$ cat config.mk
export PLATFORM = sky130hd
export DESIGN_NAME = busjoin_ctrl
export DESIGN_NICKNAME = d
export VERILOG_FILES = /design/src/rtl/busjoin_pkg.sv /design/src/rtl/busjoin_sync.sv /design/src/rtl/busjoin_bpmon.sv /design/src/rtl/busjoin_relay.sv /design/src/rtl/busjoin_seq.sv /design/src/rtl/busjoin_ctrl.sv
export SDC_FILE = /design/constraint.sdc
export NUM_CORES = 1
export LEC_CHECK = 0
export CELL_PAD_IN_SITES_DETAIL_PLACEMENT = 1
export CELL_PAD_IN_SITES_GLOBAL_PLACEMENT = 2
export CORE_MARGIN = 2
export CORE_UTILIZATION = 39
export CTS_CLUSTER_SIZE = 8
export DETAILED_ROUTE_END_ITERATION = 10
export PLACE_DENSITY_LB_ADDON = 0.15
export SETUP_SLACK_MARGIN = 0.4
export SLEW_MARGIN = 20
export SYNTH_ARGS = -nofsm -noshare
export SYNTH_HDL_FRONTEND = slang
export SYNTH_HIERARCHICAL = 1
export SYNTH_SLANG_ARGS = --single-unit
$ cat constraint.sdc
create_clock -name clk -period 3.8 [get_ports clk]
set_input_delay 0.95 -clock clk [delete_from_list [all_inputs] [get_ports clk]]
set_output_delay 0.95 -clock clk [all_outputs]
set_load 0.02 [all_outputs]
$ cat src/rtl/busjoin_pkg.sv
package busjoin_pkg;

  // Sequencer state codes, visible on state_o.
  typedef enum logic [1:0] {
    SQ_NOPWR   = 2'd0,
    SQ_OFF     = 2'd1,
    SQ_QUALIFY = 2'd2,
    SQ_JOINED  = 2'd3
  } seq_state_t;

  // Per-line origin tracker states.
  typedef enum logic [2:0] {
    RL_IDLE   = 3'd0,
    RL_FROM_A = 3'd1,  // backplane side pulled first
    RL_FROM_B = 3'd2,  // card side pulled first
    RL_HOLD_A = 3'd3,  // our backplane pull-down just released
    RL_HOLD_B = 3'd4   // our card pull-down just released
  } relay_state_t;

endpackage

$ cat src/rtl/busjoin_sync.sv
module busjoin_sync #(
  parameter int WIDTH  = 4,
  parameter int STAGES = 2
) (
  input  logic             clk,
  input  logic             rst_n,
  input  logic [WIDTH-1:0] d_i,
  output logic [WIDTH-1:0] q_o
);

  logic [WIDTH-1:0] chain_q [STAGES];

  generate
    for (genvar s = 0; s < STAGES; s++) begin : g_stage
      if (s == 0) begin : g_first
        always_ff @(posedge clk or negedge rst_n) begin
          if (!rst_n) chain_q[s] <= '1;
          else        chain_q[s] <= d_i;
        end
      end else begin : g_rest
        always_ff @(posedge clk or negedge rst_n) begin
          if (!rst_n) chain_q[s] <= '1;
          else        chain_q[s] <= chain_q[s-1];
        end
      end
    end
  endgenerate

  assign q_o = chain_q[STAGES-1];

endmodule

$ cat src/rtl/busjoin_bpmon.sv
module busjoin_bpmon #(
  parameter int IDLE_CYC = 4750
) (
  input  logic clk,
  input  logic rst_n,
  input  logic watch_en,
  input  logic sda_s,
  input  logic scl_s,
  output logic stop_p,
  output logic idle_p
);

  localparam int CW = $clog2(IDLE_CYC + 1);
  localparam logic [CW-1:0] CNT_END  = CW'(IDLE_CYC);
  localparam logic [CW-1:0] CNT_LAST = CW'(IDLE_CYC - 1);

  logic          sda_q, scl_q;
  logic [CW-1:0] cnt_q, cnt_d;
  logic          both_high;

  assign both_high = sda_s & scl_s;

  always_comb begin
    cnt_d = cnt_q;
    if (!watch_en || !both_high) cnt_d = '0;
    else if (cnt_q != CNT_END)   cnt_d = cnt_q + 1'b1;
  end

  always_ff @(posedge clk or negedge rst_n) begin
    if (!rst_n) begin
      sda_q <= 1'b1;
      scl_q <= 1'b1;
      cnt_q <= '0;
    end else begin
      sda_q <= sda_s;
      scl_q <= scl_s;
      cnt_q <= cnt_d;
    end
  end

  // Data rises while clock stayed high across the edge.
  assign stop_p = watch_en & sda_s & ~sda_q & scl_s & scl_q;
  // One pulse when the high stretch reaches the idle length.
  assign idle_p = watch_en & both_high & (cnt_q == CNT_LAST);

endmodule

$ cat src/rtl/busjoin_relay.sv
module busjoin_relay
  import busjoin_pkg::*;
#(
  parameter int SETTLE = 3
) (
  input  logic clk,
  input  logic rst_n,
  input  logic active,
  input  logic a_lo,
  input  logic b_lo,
  output logic a_pd,
  output logic b_pd
);

  localparam int SW = $clog2(SETTLE + 1);
  localparam logic [SW-1:0] SET_LAST = SW'(SETTLE - 1);

  relay_state_t  st_q, st_d;
  logic [SW-1:0] cnt_q, cnt_d;
  logic          hold_done;

  assign hold_done = (cnt_q == SET_LAST);

  always_comb begin
    st_d = st_q;
    unique case (st_q)
      RL_IDLE: begin
        if (a_lo)      st_d = RL_FROM_A;
        else if (b_lo) st_d = RL_FROM_B;
      end
      RL_FROM_A: if (!a_lo) st_d = RL_HOLD_B;
      RL_FROM_B: if (!b_lo) st_d = RL_HOLD_A;
      RL_HOLD_B: begin
        // lows on the card side are our own echo until settled
        if (a_lo)           st_d = RL_FROM_A;
        else if (hold_done) st_d = RL_IDLE;
      end
      RL_HOLD_A: begin
        if (b_lo)           st_d = RL_FROM_B;
        else if (hold_done) st_d = RL_IDLE;
      end
      default: st_d = RL_IDLE;
    endcase
    if (!active) st_d = RL_IDLE;
  end

  always_comb begin
    cnt_d = '0;
    if ((st_q == RL_HOLD_A || st_q == RL_HOLD_B) && (st_d == st_q))
      cnt_d = cnt_q + 1'b1;
  end

  always_ff @(posedge clk or negedge rst_n) begin
    if (!rst_n) begin
      st_q  <= RL_IDLE;
      cnt_q <= '0;
    end else begin
      st_q  <= st_d;
      cnt_q <= cnt_d;
    end
  end

  assign a_pd = active & (st_q == RL_FROM_B);
  assign b_pd = active & (st_q == RL_FROM_A);

endmodule

$ cat src/rtl/busjoin_seq.sv
module busjoin_seq
  import busjoin_pkg::*;
(
  input  logic       clk,
  input  logic       rst_n,
  input  logic       pwr_ok,
  input  logic       en_i,
  input  logic       event_p,
  input  logic       card_high,
  output seq_state_t st_o
);

  seq_state_t st_q, st_d;

  always_comb begin
    st_d = st_q;
    unique case (st_q)
      SQ_NOPWR:   st_d = en_i ? SQ_QUALIFY : SQ_OFF;
      SQ_OFF:     if (en_i) st_d = SQ_QUALIFY;
      SQ_QUALIFY: begin
        if (!en_i)                     st_d = SQ_OFF;
        else if (event_p && card_high) st_d = SQ_JOINED;
      end
      SQ_JOINED:  if (!en_i) st_d = SQ_OFF;
      default:    st_d = SQ_NOPWR;
    endcase
    if (!pwr_ok) st_d = SQ_NOPWR;
  end

  always_ff @(posedge clk or negedge rst_n) begin
    if (!rst_n) st_q <= SQ_NOPWR;
    else        st_q <= st_d;
  end

  assign st_o = st_q;

endmodule

$ cat src/rtl/busjoin_ctrl.sv
module busjoin_ctrl
  import busjoin_pkg::*;
#(
  parameter int IDLE_CYC    = 4750,
  parameter int SYNC_STAGES = 2
) (
  input  logic       clk,
  input  logic       rst_n,
  input  logic       en_i,
  input  logic       pwr_bp_ok,
  input  logic       pwr_cd_ok,
  input  logic       bp_sda_i,
  input  logic       bp_scl_i,
  input  logic       cd_sda_i,
  input  logic       cd_scl_i,
  output logic       bp_sda_pd,
  output logic       bp_scl_pd,
  output logic       cd_sda_pd,
  output logic       cd_scl_pd,
  output logic       joined,
  output logic       precharge_en,
  output logic       accel_en,
  output logic [1:0] state_o
);

  localparam int NLINES = 2;               // index 0 data, 1 clock
  localparam int SETTLE = SYNC_STAGES + 1;

  logic [NLINES-1:0] bp_s, cd_s, bp_pd, cd_pd;
  logic              stop_p, idle_p, watch_en, active;
  seq_state_t        st;

  busjoin_sync #(.WIDTH(2*NLINES), .STAGES(SYNC_STAGES)) u_sync (
    .clk   (clk),
    .rst_n (rst_n),
    .d_i   ({cd_scl_i, cd_sda_i, bp_scl_i, bp_sda_i}),
    .q_o   ({cd_s, bp_s})
  );

  assign watch_en = (st == SQ_QUALIFY);
  assign active   = (st == SQ_JOINED);

  busjoin_bpmon #(.IDLE_CYC(IDLE_CYC)) u_mon (
    .clk      (clk),
    .rst_n    (rst_n),
    .watch_en (watch_en),
    .sda_s    (bp_s[0]),
    .scl_s    (bp_s[1]),
    .stop_p   (stop_p),
    .idle_p   (idle_p)
  );

  busjoin_seq u_seq (
    .clk       (clk),
    .rst_n     (rst_n),
    .pwr_ok    (pwr_bp_ok & pwr_cd_ok),
    .en_i      (en_i),
    .event_p   (stop_p | idle_p),
    .card_high (&cd_s),
    .st_o      (st)
  );

  generate
    for (genvar i = 0; i < NLINES; i++) begin : g_line
      busjoin_relay #(.SETTLE(SETTLE)) u_relay (
        .clk    (clk),
        .rst_n  (rst_n),
        .active (active),
        .a_lo   (~bp_s[i]),
        .b_lo   (~cd_s[i]),
        .a_pd   (bp_pd[i]),
        .b_pd   (cd_pd[i])
      );
    end
  endgenerate

  assign bp_sda_pd    = bp_pd[0];
  assign bp_scl_pd    = bp_pd[1];
  assign cd_sda_pd    = cd_pd[0];
  assign cd_scl_pd    = cd_pd[1];
  assign joined       = active;
  assign precharge_en = watch_en;
  assign accel_en     = active;
  assign state_o      = st;

endmodule

==> results of run 1 <==
cells by family (layout without fill, tap and decap cells):
family / Yosys count / after routing / synth area share [%]
xor gates and xnor gates: 8 / 8 / 3.98
buffers and inverters: 26 / 43 / 7.03
adders and majority gates: 5 / 5 / 3.55
AOI/OAI and AO/OA: 24 / 24 / 8.81
DFF: 35 / 35 / 50.4
and+or+nand+nor: 73 / 73 / 26.2
cell usage in the layout (no fill, tap or decap), drive strengths merged:
cell type,instances
o21ai,4
nand3,6
buf,1
and3,3
nor2b,1
or2,2
xor2,5
o21a,2
nor4b,8
ha,5
xnor2,3
and4,3
bufinv,1
and3b,2
a21o,2
o311a,2
or3,1
a211oi,1
and2b,1
nor2,11
clkbuf,6
clkdlybuf4s50,17
dfrtp,25
a31oi,1
clkinv,1
a221oi,1
nor3b,8
a21oi,11
dfstp,10
or4b,2
and2,5
nor4,1
nand4,2
nand2b,2
nor3,3
or4,1
inv,17
nand2,11
metrics by stage:
| step | hold slack [ns] | area (um2) | std cells | power, W |
|---|---|---|---|---|
| floorplan | 0.345 | 1760 | 171 | 0.000407 |
| global placement | 0.345 | 1940 | 232 | 0.000426 |
| detailed placement | 0.348 | 1940 | 232 | 0.000427 |
| CTS | 0.359 | 2060 | 240 | 0.000780 |
| global route | 0.365 | 2060 | 240 | 0.000799 |
| finish | 0.358 | 2060 | 240 | 0.000764 |
power by group:
group / switching [W] / leakage [nW] / internal (W)
Clock: 0.000132 / 0.0612 / 0.000212
Sequential: 0.00000399 / 0.454 / 0.000383
Combinational: 0.0000173 / 0.299 / 0.0000144
Total: 0.000154 / 0.813 / 0.000610
registers in the layout, indices dropped and copies added (netlist names):
| signal | count |
|---|---|
| u_mon/cnt_q | 13 |
| u_seq/st_o | 2 |
| g_line.u_relay/st_q | 6 |
| u_sync/chain_q | 4 |
| u_mon/sda_q | 1 |
| g_line.u_relay/cnt_q | 4 |
| u_sync/q_o | 4 |
| u_mon/scl_q | 1 |
layout make-up:
| cell class | instances | area (um2) |
|---|---|---|
| fillers | 516 | 2290 |
| clock inverters | 2 | 35.0 |
| multi-input cells | 110 | 749 |
| clock buffers | 6 | 82.6 |
| well taps | 52 | 65.1 |
| repair buffers | 18 | 178 |
| flip-flops and latches | 35 | 888 |
| inverters | 17 | 63.8 |
metal layers:
layer	vias to the layer above	GRT usage, %
met2	14	29.0
met4	0	4.82
li1	617	-
met1	636	19.2
met3	4	4.36
met5	-	0
worst max-delay path, stage by stage (launching register included):
cell and delay [ns]:
dfrtp_1 0.38, and2_2 0.28, nand2_1 0.12, nor3b_1 0.18, clkdlybuf4s50_1 0.63
final timing paths:
check	startpoint	end	slack, ns
max	u_seq/st_o[0]	cd_scl_pd	0.97
min	u_sync/chain_q[6]	u_sync/q_o[2]	0.36
max reg2reg	u_seq/st_o[0]	u_seq/st_o[0]	1.60
min reg2reg	u_sync/chain_q[6]	u_sync/q_o[2]	0.36
max in group asynchronous	rst_n	u_sync/chain_q[6]	2.38
min in group asynchronous	rst_n	g_line[1].u_relay/st_q[1]	1.08
==> metrics.md, run 1 <==
| Metric | Value |
|---|---|
| Status | `finished clean` |
| Antenna cells | `0` |
| DRC Markers | `0` |
| CTS tree | `yes` |
| Seq/Total Area, Yosys | `a little over 50%` |
| Nets@finish | `~200` |
| Core area | `roughly 4400 um2` |
| Sum of routed wire length over all layers | `approximately 3600 um` |
| DRT iter0 DRCs | `35` |
| First-pass DRT Iterations | `4` |
| Detail Route Antenna Nets | `0` |
| Global-route wire length before repair | `6570 um` |
| Clock Path Buffers | `2` |
| Place WS | `1.24 ns` |
| RSZ-0062 raised after global routing | `false` |
| # rows | `24` |
| WL per Instance | `roughly 15 um` |
| Clock Latency Late Sink | `~0.28 ns` |
| Clock transition at path regs | `0.07 ns` |
| Hold Path Cell Cnt | `0` |
| Maximum VDD drop | `~210 uV` |
| Core Util, Final | `47.4%` |
| CTS H-tree lvls | `2` |
| I/O Buffers | `17` |
| Vias per cell | `roughly 5.3` |
| Synth Cell Area | `about 1800 um2` |
| Clock buffer count from CTS | `5` |
| Hold crit path type | `register to register` |
| DR WL met3 | `~100 um` |
| Total grt overflow | `0` |
| I/O pins | `18` |
| Syn Nets | `~190` |
| Critical Path RT | `between 2 and 3 ns` |
| Post-CTS Setup Inserts | `0` |
| Die height | `71.2 um` |
| Layout cell share with drive strength beyond 1 | `approximately a fifth` |
| Period utilization | `between 70% and 80%` |
| Final min period | `2.83 ns` |
| Wl on met1 | `roughly 1600 um` |
| Synth Warn # | `6` |
| Kind of critical path | `register to output port` |
| TritonCTS Sinks | `35` |
| Setup TNS | `0 ns` |
| Fmax | `approximately 350 MHz` |
| Synth top area share | `about 36%` |
| Count of state elements after synthesis | `35` |
| Area grow syn2layout | `17.0%` |
| Die Wd | `between 70 and 80 um` |
| Area contributors post-synth | `dfrtp_1 36%, dfstp_2 15%, nor4b_1 4.0%` |
| Final hold violations | `0` |
| Max-cap viol count | `0` |
| Leak | `a little over 0.8 nW` |
| Top routing layer in use | `met4` |
| FFs w/ async S/R, synth | `between 90% and 100%` |
| Cts repair resizes | `0` |
| Met2 wire len | `1880 um` |
| Post-synthesis average cell area | `about 10 um2` |
| Die area | `approximately 5100 um2` |
| Post-synth EDFFs | `0` |
| Synth cell types | `between 40 and 50` |
| WP data arrival | `1.88 ns` |
| Worst Tran Pin Value | `roughly 0.65 ns` |
| Top_reg_cell synth | `dfrtp_1` |
| Post-DP HPWL | `around 2600 um` |
| Fin worst setup slack | `roughly 0.97 ns` |
| Largest net degree at the start of global routing | `36` |
| Area leader, netlist | `dfrtp_1` |
| GRT Overall Usage | `between 10% and 20%` |
| CTS root buf | `clkbuf_8` |
| Slew HR | `56.3%` |
| Critical path peak fanout | `12` |
| Slew Viols, Final | `0` |
| Mapped Cells | `around 170` |
| Pwr dens | `between 300 and 400 nW/um2` |
| CTS Hold Buffers Added | `0` |
| Most frequent cells after synthesis | `25 x dfrtp_1, 15 x inv_1, 11 x nand2_1, 11 x nor2_1, 10 x dfstp_2` |
| Crit. End Element | `output port` |
| Skew final | `0.00443 ns` |
| Setup-failing EPs final | `0` |
| GP Congestion | `approximately 0.77` |
| Starting density of the core | `40.5%` |
| Worst reg2reg path depth | `7` |
| Antenna violations before repair | `0` |
| Total number of vias | `around 1,300` |
| Crit path launch type | `register` |
| Most numerous cell in the Yosys netlist | `dfrtp_1` |
| Vias in the first global route | `approximately 1,400` |
No activity file was read; power rests on OpenSTA's default activity.
==> run 2, diff against run 1 <==
- CORE_UTILIZATION: 39 -> 32
- clock period: 3.8 -> 2.6 ns (I/O delays scaled with it)
==> run 2 against run 1 <==
  * Sequential share of layout area grew 0.18 points
  * Design area shrank 0.42%
  * Clock skew grew 0.0044 ns
==> metrics.md, run 2 (same netlist as run 1, synthesis figures left out) <==
| Metric | Value |
|---|---|
| Nets@finish | `202 (was 201)` |
| Layout cell share with drive strength beyond 1 | `20.6% (was 18.6%)` |
| CTS H-tree lvls | `2 (unchanged)` |
| Setup TNS | `0 ns (unchanged)` |
| Reg-to-reg endpoint | `u_seq/st_o[0] (unchanged)` |
| Global-route wire length before repair | `6670 um (was 6570 um)` |
| Fmax | `493 MHz` |
| RSZ-0062 raised after global routing | `true (was false)` |
| Vias per cell | `4.86 (was 5.30)` |
| Clock buffer count from CTS | `5 (unchanged)` |
| Pwr dens | `496 nW/um2 (was 370 nW/um2)` |
| Starting density of the core | `32.6% (was 40.5%)` |
| Post-DP HPWL | `2660 um (was 2640 um)` |
| Critical path peak fanout | `12 (unchanged)` |
| CTS root buf | `clkbuf_8 (unchanged)` |
| Antenna violations before repair | `0 (unchanged)` |
| WP data arrival | `1.38 ns (was 1.88 ns)` |
| GP Congestion | `0.789 (was 0.767)` |
| Largest net degree at the start of global routing | `36 (unchanged)` |
| Leak | `0.852 nW (was 0.813 nW)` |
| Filler instances | `625 (was 516)` |
| Die height | `78.2 um (was 71.2 um)` |
| Crit path launch type | `register (unchanged)` |
| # rows | `27 (was 24)` |
| Commonest non-fill, non-tap cell in the layout | `dfrtp_1 (unchanged)` |
| Setup crit start | `u_seq/st_o[0] (unchanged)` |
| Die area | `6110 um2 (was 5070 um2)` |
| DRC Markers | `0 (unchanged)` |
| WHS Endpoint | `u_sync/q_o[2] (unchanged)` |
| Biggest regs | `u_mon/cnt_q: 13 flops, g_line.u_relay/st_q: 6 flops (unchanged)` |
| Total number of vias | `1,269 (was 1,271)` |
| Area grow syn2layout | `16.5% (was 17.0%)` |
| Skew final | `0.00885 ns (was 0.00443 ns)` |
| I/O pins | `18 (unchanged)` |
| Total grt overflow | `0 (unchanged)` |
| Clock Latency Late Sink | `0.28 ns (about the same)` |
| Hold crit path type | `register to register (unchanged)` |
| Post-CTS Setup Inserts | `0 (unchanged)` |
| Period utilization | `78.0%` |
| Antenna cells | `0 (unchanged)` |
| Slew HR | `69.3% (was 56.3%)` |
| R2r setup slk | `0.61 ns (was 1.60 ns)` |
| Worst Tran Pin Value | `0.461 ns (was 0.654 ns)` |
| Clock transition at path regs | `0.08 ns (was 0.07 ns)` |
| RR Startpoint | `u_mon/cnt_q[10] (was u_seq/st_o[0])` |
| Worst reg2reg path depth | `6 (was 7)` |
| Slew Viols, Final | `0 (unchanged)` |
| Final hold violations | `0 (unchanged)` |
| I/O Buffers | `17 (unchanged)` |
| Hold Path Cell Cnt | `0 (unchanged)` |
| TritonCTS Sinks | `35 (unchanged)` |
| DRT iter0 DRCs | `42 (was 35)` |
| Status | `finished clean (unchanged)` |
| Reg with most FFs | `u_mon/cnt_q (unchanged)` |
| Sum of routed wire length over all layers | `3670 um (was 3600 um)` |
| Hold path start | `u_sync/chain_q[6] (unchanged)` |
| Vias in the first global route | `1,410 (was 1,433)` |
| Core Util, Final | `38.0% (was 47.4%)` |
| Final min period | `~2.0 ns` |
| Max reg flops | `13 (unchanged)` |
| Max-cap viol count | `0 (unchanged)` |
| Setup-failing EPs final | `0 (unchanged)` |
| CTS tree | `yes (unchanged)` |
| First-pass DRT Iterations | `4 (unchanged)` |
| Clock Path Buffers | `2 (unchanged)` |
| Detail Route Antenna Nets | `0 (unchanged)` |
| Core area | `5410 um2 (was 4350 um2)` |
| WL per Instance | `14.1 um (was 15.0 um)` |
| Maximum VDD drop | `239 uV (was 212 uV)` |
| Most frequent cells in the layout | `25 x dfrtp_1, 15 x inv_1, 11 x nand2_1, 11 x nor2_1 (was 25 x dfrtp_1, 17 x clkdlybuf4s50_1, 15 x inv_1, 11 x nand2_1, 11 x nor2_1)` |
| Critical Path RT | `1.95 ns (was 2.85 ns)` |
| GRT Overall Usage | `13.7% (was 16.3%)` |
| Kind of critical path | `register to output port (unchanged)` |
| Die Wd | `78.2 um (was 71.2 um)` |
| Crit. End Element | `output port (unchanged)` |
[run 2: what timing repair did]
action / in CTS / in global routing
hold buffers: 0 / 0
gates resized for setup: 6 / 14
endpoints found under the setup margin: 7 / 6
[run 2: critical path, cell delays in order (launching register included)]
cell and delay (ns):
dfrtp_1 0.38, and2_4 0.23, nand2_1 0.10, nor3b_1 0.19
clkbuf_2 0.20
[run 2: worst max path at each step]
| stage | end | slack, ns | cells past startpoint |
|---|---|---|---|
| final | cd_sda_pd | 0.57 | 4 |
| after global routing | cd_sda_pd | 0.37 | 4 |
| after CTS | cd_sda_pd | 0.39 | 4 |
| after detailed placement | cd_sda_pd | 0.34 | 4 |
| after global placement | cd_scl_pd | 0.39 | 4 |
| after floorplan | cd_scl_pd | 0.53 | 3 |
[run 2: cell type report]
type	instances	area [um2]	area share, %
Clock inverter	1	5.00	0.244
Clock buffer	7	86.3	4.20
Timing Repair Buffer	19	169	8.23
Inverter	17	63.8	3.11
Multi-Input combinational cell	110	751	36.6
Tap cell	72	90.1	4.39
Sequential cell	35	888	43.3
[run 2: layer usage]
layer / GRT usage (%) / part of all wire, %
met1: 15.5 / 44
met2: 24.9 / 52
met3: 3.33 / 3.3
met4: 5.26 / 1.1
met5: 0 / 0
[run 2: stage by stage]
step / power [W] / setup WS [ns] / std cells / hold slack (ns) / instance area, um2
floorplan: 0.000594 / 0.527 / 171 / 0.345 / 1760
global route: 0.00107 / 0.365 / 261 / 0.361 / 2050
global placement: 0.000623 / 0.394 / 253 / 0.346 / 1980
detailed placement: 0.000625 / 0.344 / 253 / 0.347 / 1980
finish: 0.00102 / 0.571 / 261 / 0.355 / 2050
CTS: 0.00105 / 0.386 / 261 / 0.355 / 2060
[run 2: where the power goes]
group | total, W | switching [W] | internal [W]
clock | 0.000406 | 0.000193 | 0.000214
combinational | 0.0000470 | 0.0000261 | 0.0000209
sequential | 0.000566 | 0.00000565 | 0.000560
